## config.mk

```make
export PLATFORM = sky130hd
export DESIGN_NAME = sync_shift_port
export DESIGN_NICKNAME = d
export VERILOG_FILES = /design/src/rtl/ssp_pkg.sv /design/src/rtl/ssp_bit_timer.sv /design/src/rtl/ssp_shifter.sv /design/src/rtl/sync_shift_port.sv
export SDC_FILE = /design/constraint.sdc
export NUM_CORES = 1
export LEC_CHECK = 0
export CAP_MARGIN = 20
export CORE_ASPECT_RATIO = 1.2
export CORE_MARGIN = 2
export CORE_UTILIZATION = 45
export CTS_CLUSTER_DIAMETER = 60
export DETAILED_ROUTE_END_ITERATION = 8
export PLACE_DENSITY = 0.8
export SLEW_MARGIN = 25
export SYNTH_ARGS = -nofsm -noshare
export SYNTH_HDL_FRONTEND = slang
export SYNTH_SLANG_ARGS = --single-unit
```

## constraint.sdc

```tcl
create_clock -name clk -period 1.65 [get_ports clk]
set_clock_uncertainty 0.05 [all_clocks]
set_input_delay 0.4125 -clock clk [delete_from_list [all_inputs] [get_ports clk]]
set_output_delay 0.4125 -clock clk [all_outputs]
set_load 0.01 [all_outputs]
```

## src/rtl/ssp_pkg.sv

```systemverilog
package ssp_pkg;
    typedef enum logic [1:0] {
        SSP_IDLE = 2'd0,
        SSP_TX   = 2'd1,
        SSP_RX   = 2'd2
    } ssp_mode_e;

    typedef struct packed {
        ssp_mode_e mode;
        logic      ti;
        logic      ri;
    } ssp_ctl_t;
endpackage

```

## src/rtl/ssp_bit_timer.sv

```systemverilog
module ssp_bit_timer #(
    parameter int DIV = 12
) (
    input  logic clk,
    input  logic rst_n,
    input  logic run,
    output logic clk_low,
    output logic sample_tick,
    output logic end_tick
);
    localparam int CW   = $clog2(DIV);
    localparam int HALF = DIV / 2;

    logic [CW-1:0] cnt_d, cnt_q;

    always_comb begin
        end_tick    = run && (cnt_q == CW'(DIV - 1));
        sample_tick = run && (cnt_q == CW'(HALF - 1));
        clk_low     = run && (cnt_q < CW'(HALF));
        cnt_d       = (run && !end_tick) ? cnt_q + 1'b1 : '0;
    end

    always_ff @(posedge clk or negedge rst_n) begin
        if (!rst_n) cnt_q <= '0;
        else        cnt_q <= cnt_d;
    end

    // the phase count never passes the end of a bit period
    a_r1_phase_range: assert property (@(posedge clk) disable iff (!rst_n)
        cnt_q <= CW'(DIV - 1));
endmodule

```

## src/rtl/ssp_shifter.sv

```systemverilog
module ssp_shifter #(
    parameter int NBITS = 8
) (
    input  logic             clk,
    input  logic             rst_n,
    input  logic             load,
    input  logic [NBITS-1:0] load_val,
    input  logic             tx_step,
    input  logic             rx_step,
    input  logic             bit_step,
    input  logic             din,
    output logic [NBITS-1:0] word_q,
    output logic             last_bit
);
    localparam int CW = $clog2(NBITS + 1);

    logic [NBITS-1:0] word_d;
    logic [CW-1:0]    cnt_d, cnt_q;

    always_comb begin
        word_d = word_q;
        cnt_d  = cnt_q;
        if (load) begin
            word_d = load_val;
            cnt_d  = '0;
        end else begin
            if (tx_step)  word_d = word_q >> 1;
            if (rx_step)  word_d = {din, word_q[NBITS-1:1]};
            if (bit_step) cnt_d  = cnt_q + 1'b1;
        end
        last_bit = (cnt_q == CW'(NBITS - 1));
    end

    always_ff @(posedge clk or negedge rst_n) begin
        if (!rst_n) begin
            word_q <= '0;
            cnt_q  <= '0;
        end else begin
            word_q <= word_d;
            cnt_q  <= cnt_d;
        end
    end

    // each finished bit period moves the bit index on by one
    a_r3_bit_advance: assert property (@(posedge clk) disable iff (!rst_n)
        (bit_step && !load) |=> (cnt_q == $past(cnt_q) + CW'(1)));
endmodule

```

## src/rtl/sync_shift_port.sv

```systemverilog
module sync_shift_port
    import ssp_pkg::*;
#(
    parameter int NBITS = 8,
    parameter int DIV   = 12
) (
    input  logic             clk,
    input  logic             rst_n,
    input  logic             buf_wr,
    input  logic [NBITS-1:0] buf_wdata,
    output logic [NBITS-1:0] buf_rdata,
    input  logic             rx_en,
    input  logic             ti_clr,
    input  logic             ri_clr,
    output logic             ti,
    output logic             ri,
    input  logic             dat_i,
    output logic             dat_o,
    output logic             dat_oe,
    output logic             sclk_o
);
    ssp_ctl_t         ctl_d, ctl_q;
    logic [NBITS-1:0] rxbuf_d, rxbuf_q;
    logic [NBITS-1:0] word;
    logic [NBITS-1:0] load_val;
    logic             load, run, clk_low, sample_tick, end_tick, last_bit, done;
    logic             tx_step, rx_step;

    assign run     = (ctl_q.mode != SSP_IDLE);
    assign done    = end_tick && last_bit;
    assign tx_step = end_tick && (ctl_q.mode == SSP_TX);
    assign rx_step = sample_tick && (ctl_q.mode == SSP_RX);

    ssp_bit_timer #(.DIV(DIV)) u_timer (
        .clk         (clk),
        .rst_n       (rst_n),
        .run         (run),
        .clk_low     (clk_low),
        .sample_tick (sample_tick),
        .end_tick    (end_tick)
    );

    ssp_shifter #(.NBITS(NBITS)) u_shift (
        .clk      (clk),
        .rst_n    (rst_n),
        .load     (load),
        .load_val (load_val),
        .tx_step  (tx_step),
        .rx_step  (rx_step),
        .bit_step (end_tick),
        .din      (dat_i),
        .word_q   (word),
        .last_bit (last_bit)
    );

    always_comb begin
        ctl_d    = ctl_q;
        rxbuf_d  = rxbuf_q;
        load     = 1'b0;
        load_val = '0;
        if (ti_clr) ctl_d.ti = 1'b0;
        if (ri_clr) ctl_d.ri = 1'b0;
        case (ctl_q.mode)
            SSP_IDLE: begin
                if (buf_wr) begin
                    ctl_d.mode = SSP_TX;
                    load       = 1'b1;
                    load_val   = buf_wdata;
                end else if (rx_en && !ctl_q.ri) begin
                    ctl_d.mode = SSP_RX;
                    load       = 1'b1;
                end
            end
            SSP_TX: begin
                if (done) begin
                    ctl_d.mode = SSP_IDLE;
                    ctl_d.ti   = 1'b1;
                end
            end
            SSP_RX: begin
                if (done) begin
                    ctl_d.mode = SSP_IDLE;
                    ctl_d.ri   = 1'b1;
                    rxbuf_d    = word;
                end
            end
            default: ctl_d.mode = SSP_IDLE;
        endcase
    end

    always_ff @(posedge clk or negedge rst_n) begin
        if (!rst_n) begin
            ctl_q   <= '{mode: SSP_IDLE, ti: 1'b0, ri: 1'b0};
            rxbuf_q <= '0;
        end else begin
            ctl_q   <= ctl_d;
            rxbuf_q <= rxbuf_d;
        end
    end

    assign ti        = ctl_q.ti;
    assign ri        = ctl_q.ri;
    assign buf_rdata = rxbuf_q;
    assign dat_oe    = (ctl_q.mode == SSP_TX);
    assign dat_o     = dat_oe & word[0];
    assign sclk_o    = !clk_low;

    // the shift clock rests high between transfers
    a_r1_idle_sclk_high: assert property (@(posedge clk) disable iff (!rst_n)
        (ctl_q.mode == SSP_IDLE) |-> sclk_o);
    // an idle write opens a transmit with the clock low and the pin driven
    a_r2_tx_start: assert property (@(posedge clk) disable iff (!rst_n)
        (ctl_q.mode == SSP_IDLE && buf_wr) |=> (dat_oe && !sclk_o));
    // the end of the eighth transmit bit raises ti and releases the pin
    a_r4_ti_at_end: assert property (@(posedge clk) disable iff (!rst_n)
        (ctl_q.mode == SSP_TX && done) |=> (ti && !dat_oe));
    // the end of the eighth receive bit raises ri and loads the buffer
    a_r7_ri_at_end: assert property (@(posedge clk) disable iff (!rst_n)
        (ctl_q.mode == SSP_RX && done) |=> (ri && buf_rdata == $past(word)));
    // a pending ri keeps the port idle unless a write arrives
    a_r7_rx_gate: assert property (@(posedge clk) disable iff (!rst_n)
        (ctl_q.mode == SSP_IDLE && ctl_q.ri && !buf_wr) |=> (ctl_q.mode == SSP_IDLE));
    // an active transfer runs to its end whatever the write strobe does
    a_r8_no_restart: assert property (@(posedge clk) disable iff (!rst_n)
        (run && !done) |=> (ctl_q.mode == $past(ctl_q.mode)));
endmodule

```

==> impl_metrics.ini, run 1 <==
[run_status]
violations = negative setup slack
status = finished, violations left

[setup_path]
crit_path_end_kind = flip-flop
start_kind = flip-flop
crit_arrival_ps = 2000
required_ps = 1820
crit_fanout = 8
criticalPathCategory = flip-flop to flip-flop

[final_layout]
stdcell_count = 212
fillers = 195
area_growth_syn_to_layout_pct = 57.1
antennaDiodeCount = 0
fin_nets = 197
drive_gt1_share_pct = 44.9
layout_commonest_cell = dfrtp_1
final_cell_mix = 28 x dfrtp_1, 27 x buf_4, 14 x clkdlybuf4s50_1

[grt]
grt_busiest_layer = met2
grt_first_pass_wirelength_um = 5460
grt_max_degree = 29
grt_util_met3_pct = 3.55
antenna_found_initial = 0
use_met2_pct = 37.3
gr-usage-met1_pct = 26.9
grt_pass1_vias = 1227
track_usage_pct = 21.7
grt_overflow = 0

[pwr]
ir_drop_uv = 1080
power.density_mw_per_mm2 = 1280
p_total_w = 0.00266
power.leakage_nw = 1.05

[place]
dp_cells = 197
dp_hpwl_um = 2290
numPortBuffers = 27
gp_congestion = 0.827

[sta]
final-setup-viol-count = 24
layout_setup_ws_ps = -181
fmax_mhz = 546
relSlewSlack_pct = 76.2
worst_pin_slew_ps = 357
hold_viol = 0
post-route-period-util_pct = 111
period_needed_ps = 1830
maxSlewViolCount = 0
rsz0062_at_grt = true

[die]
start_util_pct = 47.2
rows = 21
die_w_um = 53.6
die_h_um = 63.5
ioPinCount = 28
core_mm2 = 0.00281
die-area_mm2 = 0.00340

[synth]
ys_async_sr_fraction_pct = 100
synth_top_flop_cell = dfrtp_1
avgSynthCellArea_um2 = 11.4
syn_inst = 116
ys_warn_count = 0
synth_edf_count = 0
synth_area_mm2 = 0.00133
syn_nets = 134
ys_ff_latch = 28
synth.distinct_cells = 32
synth_seq_area_share_pct = 52.8

[clock_tree]
h-tree-depth = 1
cts_made_buffers = 3
postCtsHoldBufs = 0
cts.clk_slew.worst_paths_ps = 160
cts_buffer_depth = 2
clk_latency_ps = 330
cts_root_buffer = clkbuf_4
cts_tree = done
clock_sinks = 28

[detailed_routing]
routed_wl_um = 3450
drcViolationCount = 0
ant_nets = 0
drtPass1Iterations = 4
avgViaCountPerCell = 5.38
drt-wirelength-per-cell_um = 16.3
vias = 1140
drtIter0Drc = 12

[job]
drv_cap = 0

[hold_path]
min_path_type = primary input to asynchronous set/reset pin
[routing by layer]
layer	up-vias	routed length, um
li1	538	-
met1	563	1430
met2	30	1810
met3	9	133
met4	0	74
met5	-	0
[layout make-up]
cell class              count  area (um2)  share of cell area, %
well taps                  34        42.5                   2.04
repair buffers             60         536                   25.7
multi-input cells          83         741                   35.6
clock inverters             1        30.0                   1.44
flip-flops and latches     28         701                   33.6
clock buffers               3        22.5                   1.08
inverters                   3        11.3                  0.541
[worst max-delay path: stages, from the launching register on]
cell and delay, ps:
dfrtp_1 400, buf_6 120, ha_4 150, nand3b_4 80, or3_4 380, nor2_8 190, mux2_2 360
[metrics by stage]
stage / hold WS [ps] / setup TNS [ps] / worst slack (ps) / utilization (%) / cell area, um2
after detailed placement: 448 / -1810 / -139 / 64.4 / 1810
after global placement: 443 / -1120 / -80.5 / 64.4 / 1810
after floorplan: 66.9 / -583 / -72.9 / - / 1340
after CTS: 392 / -1940 / -149 / 70.2 / 1970
final: 389 / -2290 / -181 / 74.1 / 2080
after global routing: 395 / -3810 / -240 / 74.1 / 2080
[timing repair]
action	in CTS	in global routing
endpoints found under the setup margin	29	21
setup buffers	8	3
pin swaps	11	6
gates resized for setup	48	19
[cells in the mapped netlist, types with 3 or more instances]
cell type	count	share of area [%]
mux2_2	8	6.8
dfrtp_1	28	53
ha_1	3	2.8
a2bb2oi_1	7	4.6
nor3_1	3	1.1
inv_1	3	0.85
nor2_1	11	3.1
xnor2_1	4	2.6
nand2_1	12	3.4
o21ai_0	8	3.0
[registers in the layout, indices dropped and copies added (netlist names)]
name            count
buf_rdata           8
ctl_q               2
ri                  1
ti                  1
u_shift.cnt_q       4
u_shift.word_q      8
u_timer.cnt_q       4
[power breakdown]
part / leakage (nW) / internal, W / switching [W]
clock: 0.0279 / 0.000246 / 0.000199
sequential: 0.355 / 0.000878 / 0.000186
combinational: 0.668 / 0.000692 / 0.000460
[final timing paths]
check	slack, ps	end	start	cells after the start
min	390	buf_rdata[2]	rst_n	2
max	-180	buf_rdata[7]	u_timer.cnt_q[1]	6
max reg2reg	-180	buf_rdata[7]	u_timer.cnt_q[1]	6
max in group asynchronous	890	u_timer.cnt_q[0]	rst_n	2
min in group clk	480	buf_rdata[4]	buf_rdata[4]	1
min reg2reg	480	buf_rdata[4]	buf_rdata[4]	1
[kinds of logic after synthesis]
group | synth area share, %
AO/OA/AOI/OAI | 13.9
buffers and inverters | 1.41
multiplexers | 8.30
AND/OR/NAND/NOR | 18.1
XOR/XNOR | 2.64
adder cells (fa/ha/maj) | 2.83
flip-flops | 52.8
Power figures use the tool's default switching activity.
==> run 2: changes to the inputs <==
GPL_ROUTABILITY_DRIVEN = 0   (was default)
==> results of run 2 <==
Final layout, timing and power as in run 1 (identical DEF).
==> run 3: changes to the inputs <==
CTS_CLUSTER_SIZE = 20   (was default)
==> results of run 3 <==
Final layout, timing and power as in run 1 (identical DEF).
